File: src/rtl/hdlc_rx_frame_check.sv
module hdlc_rx_frame_check #(
  parameter int LEN_W      = 16,
  parameter int CNT_W      = 8,
  parameter int ADDR_BYTES = 1
) (
  input  logic             clk,
  input  logic             rst_n,
  input  logic             enable,
  input  logic             crc32_sel,
  input  logic [31:0]      crc_preset,
  input  logic [31:0]      crc_residue,
  input  logic [LEN_W-1:0] max_len,
  input  logic [CNT_W-1:0] frame_thresh,
  input  logic             irq_ack,
  input  logic             in_valid,
  input  logic [7:0]       in_data,
  input  logic             in_flag,
  input  logic             in_abort,
  output logic             frame_done,
  output logic [LEN_W-1:0] frame_len,
  output logic             stat_crc_err,
  output logic             stat_too_long,
  output logic             stat_abort,
  output logic             irq
);

  localparam logic [LEN_W-1:0] MIN16   = LEN_W'(ADDR_BYTES + 2);
  localparam logic [LEN_W-1:0] MIN32   = LEN_W'(ADDR_BYTES + 4);
  localparam logic [LEN_W-1:0] LEN_MAX = {LEN_W{1'b1}};
  localparam logic [CNT_W-1:0] CNT_MAX = {CNT_W{1'b1}};

  logic             open_q;
  logic [LEN_W-1:0] len_q;
  logic [31:0]      crc_q;
  logic [CNT_W-1:0] fcnt_q;

  function automatic logic [31:0] crc_byte(input logic [31:0] c, input logic [7:0] d,
                                           input logic wide);
    logic [31:0] r;
    r = c;
    for (int i = 0; i < 8; i++) begin
      if (r[0] ^ d[i]) r = (r >> 1) ^ (wide ? 32'hEDB8_8320 : 32'h0000_8408);
      else             r = r >> 1;
    end
    return r;
  endfunction

  wire [31:0]      preset_m  = crc32_sel ? crc_preset  : {16'h0, crc_preset[15:0]};
  wire [31:0]      residue_m = crc32_sel ? crc_residue : {16'h0, crc_residue[15:0]};
  wire [LEN_W-1:0] min_len   = crc32_sel ? MIN32 : MIN16;
  wire             has_data  = len_q != '0;
  wire             end_abort = enable && open_q && in_abort && has_data;
  wire             end_flag  = enable && open_q && in_flag && !in_abort && has_data
                               && len_q >= min_len;
  wire             report    = end_abort || end_flag;

  always_ff @(posedge clk) begin
    if (!rst_n) begin
      open_q <= 1'b0;
      len_q  <= '0;
      crc_q  <= '0;
    end else if (!enable) begin
      open_q <= 1'b0;
      len_q  <= '0;
    end else if (in_abort) begin
      open_q <= 1'b0;
      len_q  <= '0;
    end else if (in_flag) begin
      open_q <= 1'b1;
      len_q  <= '0;
      crc_q  <= preset_m;
    end else if (in_valid && open_q) begin
      if (len_q != LEN_MAX) len_q <= len_q + 1'b1;
      crc_q <= crc_byte(crc_q, in_data, crc32_sel);
    end
  end

  always_ff @(posedge clk) begin
    if (!rst_n) begin
      frame_done    <= 1'b0;
      frame_len     <= '0;
      stat_crc_err  <= 1'b0;
      stat_too_long <= 1'b0;
      stat_abort    <= 1'b0;
    end else begin
      frame_done <= report;
      if (report) begin
        frame_len     <= len_q;
        stat_abort    <= end_abort;
        stat_crc_err  <= end_flag && (crc_q != residue_m);
        stat_too_long <= len_q > max_len;
      end
    end
  end

  always_ff @(posedge clk) begin
    if (!rst_n)                          fcnt_q <= '0;
    else if (irq_ack)                    fcnt_q <= report ? CNT_W'(1) : '0;
    else if (report && fcnt_q != CNT_MAX) fcnt_q <= fcnt_q + 1'b1;
  end

  assign irq = (fcnt_q != '0) && (fcnt_q >= frame_thresh);

endmodule


File: config.mk
export PLATFORM = sky130hd
export DESIGN_NAME = hdlc_rx_frame_check
export DESIGN_NICKNAME = d
export VERILOG_FILES = /design/src/rtl/hdlc_rx_frame_check.sv
export SDC_FILE = /design/constraint.sdc
export NUM_CORES = 1
export LEC_CHECK = 0
export ABC_CLOCK_PERIOD_IN_PS = 4059
export BUFFER_PORTS_ARGS = -buffer_cell sky130_fd_sc_hd__buf_2
export CORE_MARGIN = 2
export CORE_UTILIZATION = 25
export CTS_CLUSTER_DIAMETER = 100
export DETAILED_ROUTE_END_ITERATION = 10
export PLACE_DENSITY = 0.53
export SETUP_SLACK_MARGIN = 0.1
export SYNTH_ARGS = -nofsm -noshare
export SYNTH_HDL_FRONTEND = slang
export SYNTH_SLANG_ARGS = --single-unit
File: constraint.sdc
create_clock -name clk -period 4.06 [get_ports clk]
set_clock_uncertainty 0.2 [all_clocks]
set_input_delay 1.218 -clock clk [delete_from_list [all_inputs] [get_ports clk]]
set_output_delay 1.218 -clock clk [all_outputs]
set_load 0.1 [all_outputs]
# --- Word-level counts from Yosys, hierarchy flattened ---
# Index checks and enable logic that the tools add are counted.
word_totals:
  reg_bits: 77
  in_bits: 104
  out_inout_bits: 21
  wordCells: 109
op_classes:
  add_sub_neg: 2
  order_cmp: 3
  eq_ne: 3
  n_mux: 52
  bitwise: 19
  n_reduce_logical: 21
ops:
  columns: ["cell", "n"]
  rows:
  - ["two-way mux 32 bit", 48]
  - ["bitwise XOR 31 x 32 -> 32 bit", 8]
  - ["inequality test 32 bit", 1]
  - ["adder 16 x 1 -> 16 bit, second input constant", 1]
  - ["greater-or-equal comparator 16 x 3 -> 1 bit", 1]
  - ["greater-than comparator 16 bit", 1]
  - ["two-way mux 8 bit", 2]
  - ["inequality test 16 bit, second input constant", 1]
  - ["nonzero test 16 bit", 1]
  - ["logical AND 1 bit", 11]
  - ["adder 8 x 1 -> 8 bit, second input constant", 1]
  - ["greater-or-equal comparator 8 bit", 1]
  - ["inequality test 8 bit, second input constant", 1]
  - ["nonzero test 8 bit", 1]
  - ["bitwise XOR 1 bit", 8]
  - ["nonzero test 2 bit", 2]
  - ["OR reduction 4 bit", 1]
  - ["two-way mux 3 bit", 1]
  - ["inverter 1 bit", 3]
  - ["AND reduction 3 bit", 1]
  - ["OR reduction 3 bit", 1]
  - ["AND reduction 2 bit", 1]
  - ["logical NOT 1 bit", 1]
  - ["logical OR 1 bit", 1]
  - ["two-way mux 1 bit", 1]

# --- Logic depth before layout (Yosys ltp) ---
depth:
  word_depth: 54
  mapped_depth: 12
  mapped_depth_nobuf: 10

# --- Worst setup path after synthesis ---
# OpenSTA, ideal clock, no wires.
synth_path:
  kind: "input port to output port"
  start: "input port frame_thresh[0]"
  end: "output port irq"
  arrival_time_ns: 4.358
  t_required_ns: 2.642
  path_slack_ns: -1.716
  path_stages: 9
  n_path_buf: 0
  path_cell_list: "ha_1 > nand2b_1 > a21o_1 > a21o_1 > a21o_1 > a21oi_1 > nor2b_1 > o21ai_0 > a221oi_1"
synth_via:
  elab_chain_cells: 2
synth_lines:
  columns: ["element", "line_no", "text"]
  rows:
  - ["start: declaration", "13", "input logic [CNT_W-1:0] frame_thresh,"]
  - ["greater-or-equal comparator 8 bit", "102", "assign irq = (fcnt_q != '0) && (fcnt_q >= frame_thresh);"]
  - ["logical AND 1 bit", "102", null]
  - ["end: declaration", "24", "output logic irq"]
# Every way passes these cells.

# --- Final worst setup path ---
# Same ends and word-level chain as after synthesis.

==> flow_metrics.env <==
export IMPL_avgSynthCellArea_um2=8.453
export IMPL_pin_count=125
export IMPL_nets=945
export IMPL_tritoncts="yes"
export IMPL_swShare_pct=31.24
export IMPL_worst_slack_ns=-0.1078
export IMPL_leakagePower_nw=3.104
export IMPL_synth_edf_count=0
export IMPL_cts_sinks=77
export IMPL_dp_hpwl_um=13360
export IMPL_drc=0
export IMPL_p_comb_share_pct=29.1
export IMPL_numPortBuffers=124
export IMPL_preCtsSetupSlack_ns=-0.2372
export IMPL_register_area_um2=1541
export IMPL_cts_setup_buffers=0
export IMPL_syn_to_final_growth_pct=22.95
export IMPL_post_route_period_util_pct=102.7
export IMPL_critical_path_max_fanout=1
export IMPL_end_kind="output port"
export IMPL_violations="setup timing"
export IMPL_whs_ns=0.2629
export IMPL_path_clk_slew_ns=0.06
export IMPL_ant_nets=0
export IMPL_power_density_nw_per_um2=326.8
export IMPL_p_clk_share_pct=36.7
export IMPL_seq_power_share_pct=34.3
export IMPL_htree_levels=3
export IMPL_yosysWarnings=0
export IMPL_slew_violations=0
export IMPL_antenna_found_initial=2
export IMPL_grt_pass1_wl_um=26360
export IMPL_synth_area_um2=5791
export IMPL_gp_congestion=0.7932
export IMPL_rsz0062_at_grt="true"
export IMPL_worstSetupPathType="input port to output port"
export IMPL_drt_first_pass_iters=4
export IMPL_wirelength_um=17330
export IMPL_fill_cells=2487
export IMPL_setup_viol=1
export IMPL_drtIter0Drc=291
export IMPL_grt_pass1_vias=4785
export IMPL_core_area_um2=22710
export IMPL_gr_usage_all_layers_pct=14.13
export IMPL_crit_path_start_kind="input port"
export IMPL_async_flop_share_pct=0
export IMPL_synth_seq_area_share_pct=26.62
export IMPL_vias_per_cell=4.583
export IMPL_synth_net_count=819
export IMPL_max_freq_ghz=0.2399
export IMPL_slew_headroom_pct=27.81
export IMPL_power_internal_mw=1.600
export IMPL_fp_dieW_um=156.2
export IMPL_dieHeight_um=156.2
export IMPL_hp_class="flop to flop"
export IMPL_placedCellCount=1085
export IMPL_p_sw_mw=0.7267
export IMPL_clk_path_buf_depth=2
export IMPL_dieArea_um2=24400
export IMPL_grt_overflow_total=0
export IMPL_arrival_ns=2.75
export IMPL_holdBufCountCts=0
export IMPL_via_count=5055
export IMPL_synth_seq_cells=77
export IMPL_clockRootBuffer="clkbuf_16"
export IMPL_start_util_pct=25.50
export IMPL_synth_cell_types=61
export IMPL_synth_main_ff_cell="dfxtp_1"
export IMPL_wire_per_inst_um=15.71
export IMPL_row_count=55
export IMPL_insertion_delay_ns=0.35
export IMPL_required_ns=2.64
export IMPL_final_cells=1103
export IMPL_grt_max_degree=57
export IMPL_final_cell_mix="122 x buf_2, 86 x nand2_1, 77 x dfxtp_1"
export IMPL_maxCapViolCount=0
export IMPL_peakVddDrop_v=0.0001938
export IMPL_multi_input_area_um2=3990
export IMPL_tightestPinTransition_ns=1.079
export IMPL_status="finished, violations left"
export IMPL_hold_violations=0
export IMPL_layout_commonest_cell="buf_2"
export IMPL_fin_crit_ns=4.168
export IMPL_postSynthCellCount=685
export IMPL_cts_made_buffers=9
export IMPL_drive_gt1_share_pct=22.79
==> power by group through the flow <==
stage          logic [mW]  clock network [mW]  registers (mW)
2_1_floorplan       0.497                   0           0.805
3_3_place_gp        0.675                   0           0.814
3_5_place_dp        0.674                   0           0.814
4_1_cts             0.681               0.872           0.797
5_1_grt             0.740               0.907           0.799
6_report            0.677               0.853           0.797
==> timing repair <==
action / in CTS / in global routing
resized for setup: 4 / 0
pin swaps: 1 / 0
endpoints found under the hold margin: 0 / 0
endpoints found under the setup margin: 1 / 1
==> state kept, by name, indices dropped and copies added, names as in the netlist <==
name and count:
stat_crc_err 1, open_q 1, stat_too_long 1, crc_q 32
stat_abort 1, frame_done 1, fcnt_q 8, len_q 16
frame_len 16
==> worst max-delay path, cell delays in order <==
cell and delay [ns]:
buf_6 0.10, ha_4 0.22, nand2b_4 0.12, a21o_1 0.14
a21o_1 0.15, a21o_1 0.17, a21oi_2 0.13, nor2b_1 0.06
o21ai_2 0.15, a221oi_4 0.09, buf_12 0.20
==> through the flow <==
stage | util, % | setup TNS (ns) | power (mW) | cell area, um^2
after CTS | 31.33 | -0.1332 | 2.351 | 7114
after global routing | 31.35 | -0.1758 | 2.446 | 7119
after floorplan | - | -0.3173 | 1.302 | 5821
after global placement | 29.88 | -0.2278 | 1.488 | 6787
final | 31.35 | -0.1078 | 2.326 | 7119
after detailed placement | 29.88 | -0.2372 | 1.489 | 6787
==> layer usage <==
metal | vias to the layer above | GRT usage [%] | share of wire (%)
li1 | 2615 | - | -
met1 | 2338 | 20.11 | 51
met2 | 84 | 21.47 | 45
met3 | 18 | 2.222 | 2.7
met4 | 0 | 5.199 | 1.5
met5 | - | 0 | 0
==> cell usage after synthesis, types with 13 or more instances <==
master	n	area share, %
nand2_1	86	5.6
nor2b_1	13	1.4
mux2i_1	16	2.8
nand4_1	17	1.8
ha_1	30	6.5
nor2_1	44	2.9
a21boi_0	22	2.9
dfxtp_1	77	27
xor2_1	38	5.7
a21oi_1	28	2.4
a22oi_1	13	1.7
o21ai_0	47	4.1
inv_1	30	1.9
clkbuf_1	22	1.4
xnor2_1	61	9.2
==> final cells by class <==
class	count	area share [%]
Multi-Input combinational cell	547	56.05
Clock inverter	7	1.142
Clock buffer	9	3.163
Sequential cell	77	21.65
Inverter	30	1.582
Timing Repair Buffer	146	11.34
Antenna cell	2	0.07030
Tap cell	285	5.009
==> cell families after synthesis <==
logic type / after synthesis / share of synthesized area [%]
AOI/OAI and AO/OA: 153 / 17.16
muxes: 18 / 3.349
xor gates and xnor gates: 117 / 21.78
adders and majority gates: 30 / 6.482
DFF: 77 / 26.62
and+or+nand+nor: 229 / 19.36
buffers and inverters: 61 / 5.251
==> worst paths after layout <==
kind | from | to | slack [ns] | cells after the start
setup reg to reg | len_q[0] | stat_too_long | 1.14 | 9
hold reg to reg | frame_len[15] | frame_len[15] | 0.26 | 2
setup / recovery | frame_thresh[0] | irq | -0.11 | 11
hold / removal | frame_len[15] | frame_len[15] | 0.26 | 2
No activity file was read; power rests on OpenSTA's default activity.
